==> config.mk <==
export PLATFORM = sky130hd
export DESIGN_NAME = pbus_engine
export DESIGN_NICKNAME = d
export VERILOG_FILES = /design/src/rtl/pbus_pkg.sv /design/src/rtl/pbus_tick_div.sv /design/src/rtl/pbus_beat_seq.sv /design/src/rtl/pbus_lane_mux.sv /design/src/rtl/pbus_engine.sv
export SDC_FILE = /design/constraint.sdc
export NUM_CORES = 1
export LEC_CHECK = 0
export BUFFER_PORTS_ARGS = -buffer_cell sky130_fd_sc_hd__buf_4
export CORE_MARGIN = 1
export CORE_UTILIZATION = 50
export CTS_CLUSTER_SIZE = 10
export DETAILED_ROUTE_END_ITERATION = 12
export PLACE_DENSITY = 0.75
export SYNTH_ARGS = -nofsm -noshare
export SYNTH_HDL_FRONTEND = slang
export SYNTH_HIERARCHICAL = 1
export SYNTH_SLANG_ARGS = --single-unit
==> constraint.sdc <==
create_clock -name clk -period 6.6 [get_ports clk]
set_input_delay 1.32 -clock clk [delete_from_list [all_inputs] [get_ports clk]]
set_output_delay 1.32 -clock clk [all_outputs]
set_load 0.005 [all_outputs]
==> src/rtl/pbus_pkg.sv <==
package pbus_pkg;
  localparam int DIV_W  = 3;
  localparam int ACT_W  = 4;
  localparam int REST_W = 6;
  localparam logic [REST_W-1:0] REST_MIN_CODE = REST_W'(2);

  typedef struct packed {
    logic [DIV_W-1:0]  div;
    logic [ACT_W-1:0]  act;
    logic [REST_W-1:0] rest;
    logic              wide;
    logic              rd;
    logic              dc;
  } xfer_cfg_t;
endpackage

==> src/rtl/pbus_tick_div.sv <==
module pbus_tick_div #(
  parameter int DIV_W = 3
) (
  input  logic             clk,
  input  logic             rst_n,
  input  logic             run,
  input  logic [DIV_W-1:0] div,
  output logic             tick
);
  logic [DIV_W-1:0] cnt_q;

  assign tick = run && (cnt_q == div);

  always_ff @(posedge clk or negedge rst_n) begin
    if (!rst_n)        cnt_q <= '0;
    else if (!run)     cnt_q <= '0;
    else if (tick)     cnt_q <= '0;
    else               cnt_q <= cnt_q + 1'b1;
  end

  // with a divider above one, ticks are never back to back
  p_tick_spacing_r1: assert property (@(posedge clk) disable iff (!rst_n)
    (tick && div != '0 && run) |=> !tick);
endmodule

==> src/rtl/pbus_beat_seq.sv <==
module pbus_beat_seq #(
  parameter int ACT_W  = 4,
  parameter int REST_W = 6
) (
  input  logic              clk,
  input  logic              rst_n,
  input  logic              go,
  input  logic              tick,
  input  logic [ACT_W-1:0]  act,
  input  logic [REST_W-1:0] rest,
  output logic              active,
  output logic              strobe,
  output logic              capture,
  output logic              done
);
  localparam int PH_W = ((ACT_W > REST_W) ? ACT_W : REST_W) + 2;

  logic [PH_W-1:0] ph_q;
  logic [PH_W-1:0] act_end;
  logic [PH_W-1:0] last_ph;

  assign act_end = PH_W'(act) + PH_W'(1);
  assign last_ph = PH_W'(act) + PH_W'(rest) + PH_W'(1);

  assign strobe  = active && (ph_q != '0) && (ph_q <= act_end);
  assign capture = active && tick && (ph_q == act_end + PH_W'(1));
  assign done    = active && tick && (ph_q == last_ph);

  always_ff @(posedge clk or negedge rst_n) begin
    if (!rst_n) begin
      active <= 1'b0;
      ph_q   <= '0;
    end else if (go) begin
      active <= 1'b1;
      ph_q   <= '0;
    end else if (active && tick) begin
      if (ph_q == last_ph) active <= 1'b0;
      else                 ph_q   <= ph_q + 1'b1;
    end
  end

  // an accepted recovery setting keeps the sample tick apart from the beat end
  p_capture_apart_r3: assert property (@(posedge clk) disable iff (!rst_n)
    capture |-> !done);
  // a finished beat leaves the sequencer idle for at least one clock
  p_done_ends_r2: assert property (@(posedge clk) disable iff (!rst_n)
    done |=> !active);
endmodule

==> src/rtl/pbus_lane_mux.sv <==
module pbus_lane_mux #(
  parameter int WORD_W = 32,
  parameter int LANE_W = 2
) (
  input  logic [WORD_W-1:0] tx_word,
  input  logic [LANE_W-1:0] lane,
  input  logic              wide,
  output logic [15:0]       dq,
  input  logic [WORD_W-1:0] rx_word,
  input  logic [15:0]       din,
  output logic [WORD_W-1:0] rx_next
);
  localparam int N8  = WORD_W / 8;
  localparam int N16 = WORD_W / 16;

  logic [7:0]  bytes [N8];
  logic [15:0] halves[N16];

  for (genvar b = 0; b < N8; b++) begin : g_byte
    assign bytes[b] = tx_word[b*8 +: 8];
  end
  for (genvar h = 0; h < N16; h++) begin : g_half
    assign halves[h] = tx_word[h*16 +: 16];
  end

  always_comb begin
    dq = 16'h0;
    for (int b = 0; b < N8; b++)
      if (!wide && lane == LANE_W'(b)) dq = {8'h00, bytes[b]};
    for (int h = 0; h < N16; h++)
      if (wide && lane == LANE_W'(h)) dq = halves[h];
  end

  always_comb begin
    rx_next = (lane == '0) ? '0 : rx_word;
    for (int b = 0; b < N8; b++)
      if (!wide && lane == LANE_W'(b)) rx_next[b*8 +: 8] = din[7:0];
    for (int h = 0; h < N16; h++)
      if (wide && lane == LANE_W'(h)) rx_next[h*16 +: 16] = din;
  end
endmodule

==> src/rtl/pbus_engine.sv <==
module pbus_engine
  import pbus_pkg::*;
#(
  parameter int WORD_W = 32,
  parameter int LEN_W  = 18
) (
  input  logic              clk,
  input  logic              rst_n,
  input  logic [DIV_W-1:0]  cfg_div,
  input  logic [ACT_W-1:0]  cfg_act,
  input  logic [REST_W-1:0] cfg_rest,
  output logic              cfg_err,
  input  logic              start,
  input  logic              start_rd,
  input  logic              start_dc,
  input  logic              start_wide,
  input  logic [LEN_W-1:0]  start_len,
  output logic              busy,
  output logic              wr_drained,
  input  logic [WORD_W-1:0] tx_data,
  input  logic              tx_valid,
  output logic              tx_ready,
  output logic [WORD_W-1:0] rx_data,
  output logic              rx_valid,
  input  logic              rx_ready,
  output logic [15:0]       bus_dq_o,
  output logic              bus_dq_oe,
  input  logic [15:0]       bus_dq_i,
  output logic              bus_cs_n,
  output logic              bus_we_n,
  output logic              bus_re_n,
  output logic              bus_dc
);
  localparam int LANES8  = WORD_W / 8;
  localparam int LANES16 = WORD_W / 16;
  localparam int LANE_W  = $clog2(LANES8);

  xfer_cfg_t         cfg_q;
  logic [LEN_W-1:0]  left_q;
  logic [LANE_W-1:0] lane_q;
  logic              held_q;
  logic [WORD_W-1:0] word_q;
  logic [WORD_W-1:0] rx_word_q;
  logic [WORD_W-1:0] rx_next;

  logic tick, active, strobe, capture, done;
  logic go, start_ok, last_lane, last_beat, word_end;

  assign cfg_err   = (cfg_rest < REST_MIN_CODE);
  assign start_ok  = start && !busy && !rx_valid && !cfg_err;
  assign last_lane = cfg_q.wide ? (lane_q == LANE_W'(LANES16 - 1))
                                : (lane_q == LANE_W'(LANES8 - 1));
  assign last_beat = (left_q == '0);
  assign word_end  = last_lane || last_beat;
  assign go        = busy && !active && (cfg_q.rd ? !rx_valid : held_q);

  assign tx_ready   = busy && !cfg_q.rd && !held_q;
  assign wr_drained = !(busy && !cfg_q.rd);
  assign bus_cs_n   = !busy;
  assign bus_we_n   = !(strobe && !cfg_q.rd);
  assign bus_re_n   = !(strobe && cfg_q.rd);
  assign bus_dc     = cfg_q.dc;
  assign bus_dq_oe  = busy && !cfg_q.rd;
  assign rx_data    = rx_word_q;

  pbus_tick_div #(.DIV_W(DIV_W)) u_tick (
    .clk(clk), .rst_n(rst_n), .run(active), .div(cfg_q.div), .tick(tick)
  );

  pbus_beat_seq #(.ACT_W(ACT_W), .REST_W(REST_W)) u_seq (
    .clk(clk), .rst_n(rst_n), .go(go), .tick(tick),
    .act(cfg_q.act), .rest(cfg_q.rest),
    .active(active), .strobe(strobe), .capture(capture), .done(done)
  );

  pbus_lane_mux #(.WORD_W(WORD_W), .LANE_W(LANE_W)) u_lanes (
    .tx_word(word_q), .lane(lane_q), .wide(cfg_q.wide), .dq(bus_dq_o),
    .rx_word(rx_word_q), .din(bus_dq_i), .rx_next(rx_next)
  );

  always_ff @(posedge clk or negedge rst_n) begin
    if (!rst_n) begin
      busy      <= 1'b0;
      cfg_q     <= '{div: '0, act: '0, rest: REST_MIN_CODE,
                     wide: 1'b0, rd: 1'b0, dc: 1'b1};
      left_q    <= '0;
      lane_q    <= '0;
      held_q    <= 1'b0;
      word_q    <= '0;
      rx_word_q <= '0;
      rx_valid  <= 1'b0;
    end else begin
      if (rx_valid && rx_ready) rx_valid <= 1'b0;
      if (tx_valid && tx_ready) begin
        word_q <= tx_data;
        held_q <= 1'b1;
      end
      if (start_ok) begin
        busy   <= 1'b1;
        cfg_q  <= '{div: cfg_div, act: cfg_act, rest: cfg_rest,
                    wide: start_wide, rd: start_rd, dc: start_dc};
        left_q <= start_len;
        lane_q <= '0;
        held_q <= 1'b0;
      end
      if (capture && cfg_q.rd) rx_word_q <= rx_next;
      if (done) begin
        lane_q <= word_end ? '0 : lane_q + 1'b1;
        if (word_end && !cfg_q.rd) held_q   <= 1'b0;
        if (word_end &&  cfg_q.rd) rx_valid <= 1'b1;
        if (last_beat) busy   <= 1'b0;
        else           left_q <= left_q - 1'b1;
      end
    end
  end

  // any strobe lies inside the chip-select frame
  p_cs_frames_r6: assert property (@(posedge clk) disable iff (!rst_n)
    (!bus_we_n || !bus_re_n) |-> !bus_cs_n);
  // read and write strobes exclusive
  p_one_strobe_r6: assert property (@(posedge clk) disable iff (!rst_n)
    !(!bus_we_n && !bus_re_n));
  // a waiting read word is held unchanged
  p_rx_hold_r9: assert property (@(posedge clk) disable iff (!rst_n)
    (rx_valid && !rx_ready) |=> (rx_valid && $stable(rx_data)));
  // a start with short recovery is refused
  p_bad_cfg_r3: assert property (@(posedge clk) disable iff (!rst_n)
    (start && !busy && cfg_rest < REST_MIN_CODE) |=> !busy);
  // no write strobe while waiting for a word
  p_stall_idle_r10: assert property (@(posedge clk) disable iff (!rst_n)
    tx_ready |-> bus_we_n);
  // outstanding writes only inside a frame
  p_drain_frame_r11: assert property (@(posedge clk) disable iff (!rst_n)
    !wr_drained |-> !bus_cs_n);
endmodule

==> metrics.sh, run 1 <==
IO_BUFFERS=144
CTS_MAX_LEVEL=4
TIMING.FMAX_MHz=228
CRITICAL_PATH_ARRIVAL_NS=3.06
YS_SEQ_AREA_SHARE_PCT=40.5
YOSYS-TOP-CELLS-AREA='dfrtp_1 (40%), mux2_2 (12%), nand2_1 (5.3%)'
SETUP.WORST_PATH.END_CLASS='output port'
MIN_PERIOD_NS=4.38
SYNTH-WARNING-COUNT=6
PEAKVDDDROP_V=0.000187
VIAS=6169
SYNTH_ENABLE_FLOP_CELLS=0
MIN_PATH_TYPE='flip-flop to flip-flop'
SYNTHARSTFLOPSHARE_PCT=100
CLKLATENCYLATEPIN_NS=0.42
LOGIC_GATE_SHARE_OF_TOTAL_POWER_PCT=37.2
ROW_COUNT=43
CTS_HOLD_BUF=0
POWER.INTERNAL_uW=2210
CTS.SINK_COUNT=115
WORST-SLEW-PIN-TRANSITION_NS=0.960
GRT_START_MAX_NET_PINS=63
CTS_TREE='built'
SWITCHING_PART_OF_THE_TOTAL_PCT=35.4
SYNTH_COMMONEST_CELLS='dfrtp_1 (113), nand2_1 (100), mux2_2 (77)'
WORST-SETUP-PATH-TYPE='flip-flop to output port'
DIEHEIGHT_MICRONS=121
MAX-CLOCK-PATH-BUFFERS=2
ROUTABILITYCONGESTION=0.900
NETLIST.TOP_CELL.BY_AREA='dfrtp_1'
AREA_GROWTH_PCT=23.6
DIODES=0
YOSYSMOSTFREQUENTCELL='dfrtp_1'
POSTROUTEANTENNANETS=0
SWITCHINGPOWER_uW=1210
FINAL-MAX-SLEW-VIOLATION-COUNT=0
POST_SYNTHESIS_CELL_COUNT=736
GRT_PASS1_WL_MICRONS=29500
FINAL.PERIOD_UTILIZATION_PCT=66.4
SYNTH_FLOP_CELL='dfrtp_1'
GLOBAL_ROUTE.USAGE.TOTAL_PCT=25.7
MULTIINPUTGATEAREA_SQ_MM=0.00385
SYNTH.TOP_CELL.AREA_SHARE_PCT=39.8
P_PER_AREA_mW_PER_MM2=390
CRITICAL_PATH_PEAK_FANOUT=6
YOSYS.CELL_TYPES.COUNT=78
SHARE_CLK_OF_TOTAL_POWER_PCT=25.6
CLK_PIN_SLEW_WORST_PATHS_NS=0.05
SYNTH_NETS=839
START_UTIL_PCT=51.2
DRCVIOLATIONCOUNT=0
RUN_STATUS='complete, no violations'
NUM-NETS-FINAL=966
WIDTH_OF_THE_CHIP_MICRONS=121
CRIT_REQUIRED_NS=5.28
DIE_AREA_SQ_MM=0.0147
BOUNDARYPINS=145
POST_SYNTH.CELL_AREA_AVG_SQ_UM=9.66
1ST_PASS_ROUTER_ITERATIONS=5
PLACE.DETAILED.HPWL_MICRONS=12400
INITIALDRTVIOLATIONCOUNT=571
TIMING.FINAL.HOLD_VIOLATIONS=0
GRT_SETUP_UNREPAIRED='false'
MAPPEDNETLISTAREA_SQ_MM=0.00711
FLOORPLAN.CORE_AREA_SQ_MM=0.0139
HOLD_WS_NS=0.464
SYNTH-SEQ-CELLS=115
TOTAL_LEAKAGE_POWER_uW=0.00411
FINALSETUPTNS_NS=0
NUMBER_OF_SETUP_VIOLATIONS_IN_THE_FINAL_REPORT=0
DRV_CAP=0
AVGVIACOUNTPERCELL=5.85
LAYOUT.FILLER_CELLS=1129
WL_PER_CELL_MICRONS=17.1
MAX_SLEW_MARGIN_PCT=36.0
GRT_PASS1_VIAS=6028
GRT_ANTENNA_BEFORE_REPAIR=0
CLK_ROOT_BUFFER_CELL='clkbuf_16'
CTS_SETUP_BUFFERS=0
CTS-BUFFERS-INSERTED=17
GRT_OVERFLOW_TOTAL=0
POWER.SEQUENTIAL.FRACTION_PCT=37.2
WL_MICRONS=18100
DRIVE_GT1_SHARE_PCT=32.5
QUANTITY_OF_GATES_RESIZED_FOLLOWING_CTS=0
FINAL-SEQ-AREA_SQ_MM=0.00288
WORST_SETUP_PATH_START_KIND='flip-flop'
FINAL.SETUP_SKEW_NS=0.00613
[worst max-delay path, cell delays in order, from the launching register on]
cell,delay (ns)
dfrtp_1,0.43
inv_1,0.11
ha_1,0.36
ha_1,0.30
nor2b_1,0.14
o21a_1,0.17
o21ai_0,0.16
nand2b_1,0.07
a21oi_1,0.13
a31oi_1,0.05
a311oi_1,0.45
nand2_1,0.11
buf_4,0.15
[power groups by stage]
| stage | combinational [uW] | clock (uW) | sequential (uW) |
|---|---|---|---|
| after global routing | 1410 | 923 | 1320 |
| after CTS | 1270 | 890 | 1270 |
| after detailed placement | 1260 | 0 | 1280 |
| after floorplan | 970 | 0 | 1130 |
| after global placement | 1220 | 0 | 1260 |
| final | 1280 | 876 | 1270 |
[cells in the final DEF (no fill, tap or decap), types with 5 or more instances in the layout]
cell / Yosys / final
or4_1: 5 / 5
o21ai_1: 8 / 8
a311oi_1: 5 / 5
a211oi_1: 8 / 8
buf_4: 7 / 152
dfrtp_1: 113 / 111
mux2_2: 77 / 77
nor2_1: 40 / 40
clkbuf_16: 0 / 17
nor2b_1: 12 / 12
and3_1: 8 / 8
nor3_1: 15 / 15
nand2b_1: 6 / 6
o22ai_1: 15 / 15
nand4_1: 6 / 6
clkinv_2: 0 / 8
a31oi_1: 11 / 11
xnor2_1: 21 / 21
xor2_1: 6 / 6
nand3_1: 8 / 8
inv_1: 32 / 32
mux2i_1: 26 / 26
nand2_1: 100 / 100
ha_1: 15 / 15
a21oi_1: 30 / 30
a22o_1: 16 / 16
o21ai_0: 30 / 30
and2_1: 8 / 8
[cell type report]
type	count	area share (%)
flip-flops and latches	115	32.8
multi-input cells	544	43.9
inverters	33	1.41
repair buffers	152	13.0
well taps	180	2.56
clock inverters	12	1.31
clock buffers	19	5.04
[flip-flops by register name (all words and copies together) (netlist names)]
register and count:
lane_q 2, rx_valid 1, bus_dc 1, held_q 1, left_q 18, word_q 32, u_tick/cnt_q 3, cfg_q 15
rx_data 32, u_seq/active 1, u_seq/ph_q 8, busy 1
[path summary, 6_finish.rpt]
path                            slack (ns)  cells past startpoint          end  startpoint
worst max-delay path                  2.22                     12     bus_we_n    cfg_q[9]
worst min-delay path                  0.46                      2       bus_dc      bus_dc
worst max register to register        2.83                     12    left_q[3]    cfg_q[9]
worst min register to register        0.46                      2       bus_dc      bus_dc
max in group asynchronous             4.32                      2    lane_q[0]       rst_n
min in group asynchronous             0.95                      1  rx_data[20]       rst_n
[routing by layer]
metal,wire (microns),global-route usage (%)
met2,8450,40.5
met3,1190,4.42
met5,0,0
met4,398,10.6
met1,8020,35.0
[logic make-up (layout without fill, tap and decap cells)]
logic type,after synthesis,count (layout),synth area share (%)
buffers and inverters,77,216,5.28
flip-flops,115,115,40.5
AND/OR/NAND/NOR,233,233,16.2
adder cells (fa/ha/maj),16,16,2.92
multiplexers,105,105,16.2
XOR/XNOR,27,27,3.33
AO/OA/AOI/OAI,163,163,15.6
[through the flow]
step                area [sq um]  total power (uW)  util [%]  worst slack (ns)  instances
CTS                         8790              3430      63.3              2.22       1055
global placement            8230              2470      59.3              2.78       1024
detailed placement          8230              2540      59.3              2.68       1024
global route                8790              3660      63.3              1.96       1055
finish                      8790              3430      63.3              2.22       1055
floorplan                   7110              2100         -              3.15        736
(Power assumes the default switching activity.)
==> run 2, diff against run 1 <==
--- a/config.mk
+++ b/config.mk
@@ -10,7 +10,7 @@
 export CORE_UTILIZATION = 50
 export CTS_CLUSTER_SIZE = 10
 export DETAILED_ROUTE_END_ITERATION = 12
-export PLACE_DENSITY = 0.75
+export PLACE_DENSITY = 0.78
 export SYNTH_ARGS = -nofsm -noshare
 export SYNTH_HDL_FRONTEND = slang
 export SYNTH_HIERARCHICAL = 1
==> constraint.sdc (replaced) <==
create_clock -name clk -period 4 [get_ports clk]
set_input_delay 0.8 -clock clk [delete_from_list [all_inputs] [get_ports clk]]
set_output_delay 0.8 -clock clk [all_outputs]
set_load 0.005 [all_outputs]
==> run 2 against run 1 <==
Die area unchanged. Register-to-register slack worse by 2.4 ns. Critical path type unchanged. Clock power up 55%. Critical endpoint is now bus_re_n.
==> metrics.sh, run 2 (synthesized netlist as in run 1, its figures left out) <==
POSTROUTEANTENNANETS=0  # unchanged
RUN_STATUS='complete, no violations'
GRT_OVERFLOW_TOTAL=0  # unchanged
START_UTIL_PCT=51.2  # unchanged
LAYOUT.CELLS.MOST_COMMON='buf_4'
FINAL-MAX-SLEW-VIOLATION-COUNT=0  # unchanged
GRT_START_MAX_NET_PINS=58  # -7.9%
CTS_TREE='built'
PLACE.DETAILED.HPWL_MICRONS=12300  # -0.44%
CLK_PIN_SLEW_WORST_PATHS_NS=0.05  # about the same
FINAL.PERIOD_UTILIZATION_PCT=93.8
LEADING_CELL_TYPES_IN_THE_LAYOUT_FILL_AND_TAPS_EXCLUDED='buf_4 (159), dfrtp_1 (112), nand2_1 (100)'
LAYOUT.FILLER_CELLS=1195  # +5.8%
GRT_ANTENNA_BEFORE_REPAIR=1  # +1
MIN_PATH_TYPE='input pin to asynchronous set/reset pin'
REGTOREGENDPOINT='left_q[10]'
MIN_PERIOD_NS=3.75
DRCVIOLATIONCOUNT=0  # unchanged
HOLD_WS_NS=0.449  # -0.0148 ns
VIAS=6052  # -1.9%
PEAKVDDDROP_V=0.000368  # +97%
CTS-BUFFERS-INSERTED=17  # unchanged
TIMING.FMAX_MHz=266
CRITICAL_PATH_PEAK_FANOUT=6  # unchanged
ROUTABILITYCONGESTION=0.865  # -3.9%
FF2FF_PATH_DEPTH=13  # +1
1ST_PASS_ROUTER_ITERATIONS=5  # unchanged
WL_PER_CELL_MICRONS=16.4  # -4.0%
CLKLATENCYLATEPIN_NS=0.42  # about the same
GRT_PASS1_VIAS=5752  # -4.6%
GLOBAL_ROUTE.USAGE.TOTAL_PCT=24.8  # -0.89 points
TOTAL_LEAKAGE_POWER_uW=0.00414  # +0.75%
CTS_MAX_LEVEL=4  # unchanged
PLACE_INST=1031  # +0.68%
IO_BUFFERS=144  # unchanged
WORST-SETUP-PATH-TYPE='flip-flop to output port'
WORST_SETUP_PATH_START_KIND='flip-flop'
TIMING.REG2REG.SETUP_SLACK_NS=0.47  # -2.36 ns
CTS_SETUP_BUFFERS=0  # unchanged
BOUNDARYPINS=145  # unchanged
DIE_AREA_SQ_MM=0.0147  # unchanged
FINAL_CELL_COUNT_NO_FILL=1063  # +0.76%
NUMBER_OF_SETUP_VIOLATIONS_IN_THE_FINAL_REPORT=0  # unchanged
NUM-NETS-FINAL=973  # +0.72%
FINALSETUPTNS_NS=0  # unchanged
TIMING.FINAL.HOLD_VIOLATIONS=0  # unchanged
ROW_COUNT=43  # unchanged
DRV_CAP=0  # unchanged
DRIVE_GT1_SHARE_PCT=32.8  # +0.31 points
P_PER_AREA_mW_PER_MM2=629  # +61%
CRIT_REQUIRED_NS=3.20  # -2.08 ns
CRITICAL_PATH_ARRIVAL_NS=2.95  # -0.11 ns
MAX-CLOCK-PATH-BUFFERS=2  # unchanged
WORST-SLEW-PIN-TRANSITION_NS=0.787  # -0.173 ns
AVGVIACOUNTPERCELL=5.69  # -2.6%
DIEHEIGHT_MICRONS=121  # unchanged
SETUP.WORST_PATH.END_CLASS='output port'
REG2REG_FROM='cfg_q[9]'
GRT_PASS1_WL_MICRONS=28300  # -4.1%
AREA_GROWTH_PCT=24.1
PRE_CTS_SLACK_NS=0.478  # -2.20 ns
INITIALDRTVIOLATIONCOUNT=534  # -6.5%
TOTAL_POWER_CONSUMPTION_OF_THE_ROUTED_DESIGN_uW=5550  # +62%
GRT_SETUP_UNREPAIRED='false'
FINAL.SETUP.WORST_SLACK_NS=0.246  # -1.97 ns
FLOORPLAN.CORE_AREA_SQ_MM=0.0139  # unchanged
CLK_ROOT_BUFFER_CELL='clkbuf_16'
CTS.SINK_COUNT=115  # unchanged
WL_MICRONS=17500  # -3.2%
WIDTH_OF_THE_CHIP_MICRONS=121  # unchanged
MAX_SLEW_MARGIN_PCT=47.5  # +12 points
FINAL.SETUP_SKEW_NS=0.00520  # -0.000936 ns
-- run 2: changes by cell type in the layout (fill, tap and decap cells not counted), moves of 2 or more --
cell        change
clkbuf_1        +3
clkinvlp_4      -2
clkbuf_8        +4
bufinv_16       -2
buf_4           +7
clkinv_2        -3
-- run 2: final cells by class --
class / instances / area [sq um] / share of cell area, %
clock inverters: 5 / 25.0 / 0.284
multi-input cells: 544 / 3860 / 43.8
repair buffers: 159 / 1190 / 13.5
flip-flops and latches: 115 / 2880 / 32.6
clock buffers: 26 / 509 / 5.77
well taps: 180 / 225 / 2.55
inverters: 33 / 124 / 1.40
diodes: 1 / 2.50 / 0.0284
-- run 2: power by group --
group / switching, uW / total, uW / leakage [uW] / internal, uW
Clock: 501 / 1360 / 0.000270 / 863
Combinational: 959 / 2150 / 0.00247 / 1190
Sequential: 481 / 2040 / 0.00139 / 1560
-- run 2: stage by stage --
step / util (%) / area (sq um)
after floorplan: - / 7110
after global routing: 63.6 / 8820
after global placement: 59.7 / 8280
after CTS: 63.5 / 8820
final: 63.6 / 8830
after detailed placement: 59.7 / 8280
-- run 2: how the worst max path moves through the flow --
stage                         from          to  slack, ns  cells past startpoint
after floorplan           cfg_q[9]  left_q[16]       0.60                     12
final                     cfg_q[9]    bus_re_n       0.25                     12
after CTS                 cfg_q[9]    bus_re_n       0.13                     12
after detailed placement  cfg_q[9]  left_q[14]       0.48                     13
after global routing      cfg_q[9]    bus_we_n       0.07                     12
after global placement    cfg_q[9]   left_q[3]       0.55                     13
-- run 2: critical path, cell delays in order, from the launching register on --
cell,delay [ns]
dfrtp_1,0.44
inv_1,0.11
ha_1,0.37
ha_1,0.30
nor2b_1,0.13
o21a_1,0.16
o21ai_0,0.13
nand2b_1,0.07
a21oi_1,0.14
a31oi_1,0.07
a311oi_2,0.37
nand2_1,0.11
buf_4,0.14
-- run 2: repair_timing --
item                                    in CTS  in global routing
endpoints found under the hold margin        0                  0
resized for setup                            0                  1
endpoints found under the setup margin       0                  2
hold buffers                                 0                  0
-- run 2: metal layers --
layer / global-route usage (%) / share of wire [%] / vias up
met5: 0 / 0 / -
li1: - / - / 2908
met4: 8.41 / 1.4 / 0
met1: 33.3 / 46 / 2945
met2: 39.7 / 47 / 176
met3: 5.36 / 5.6 / 23
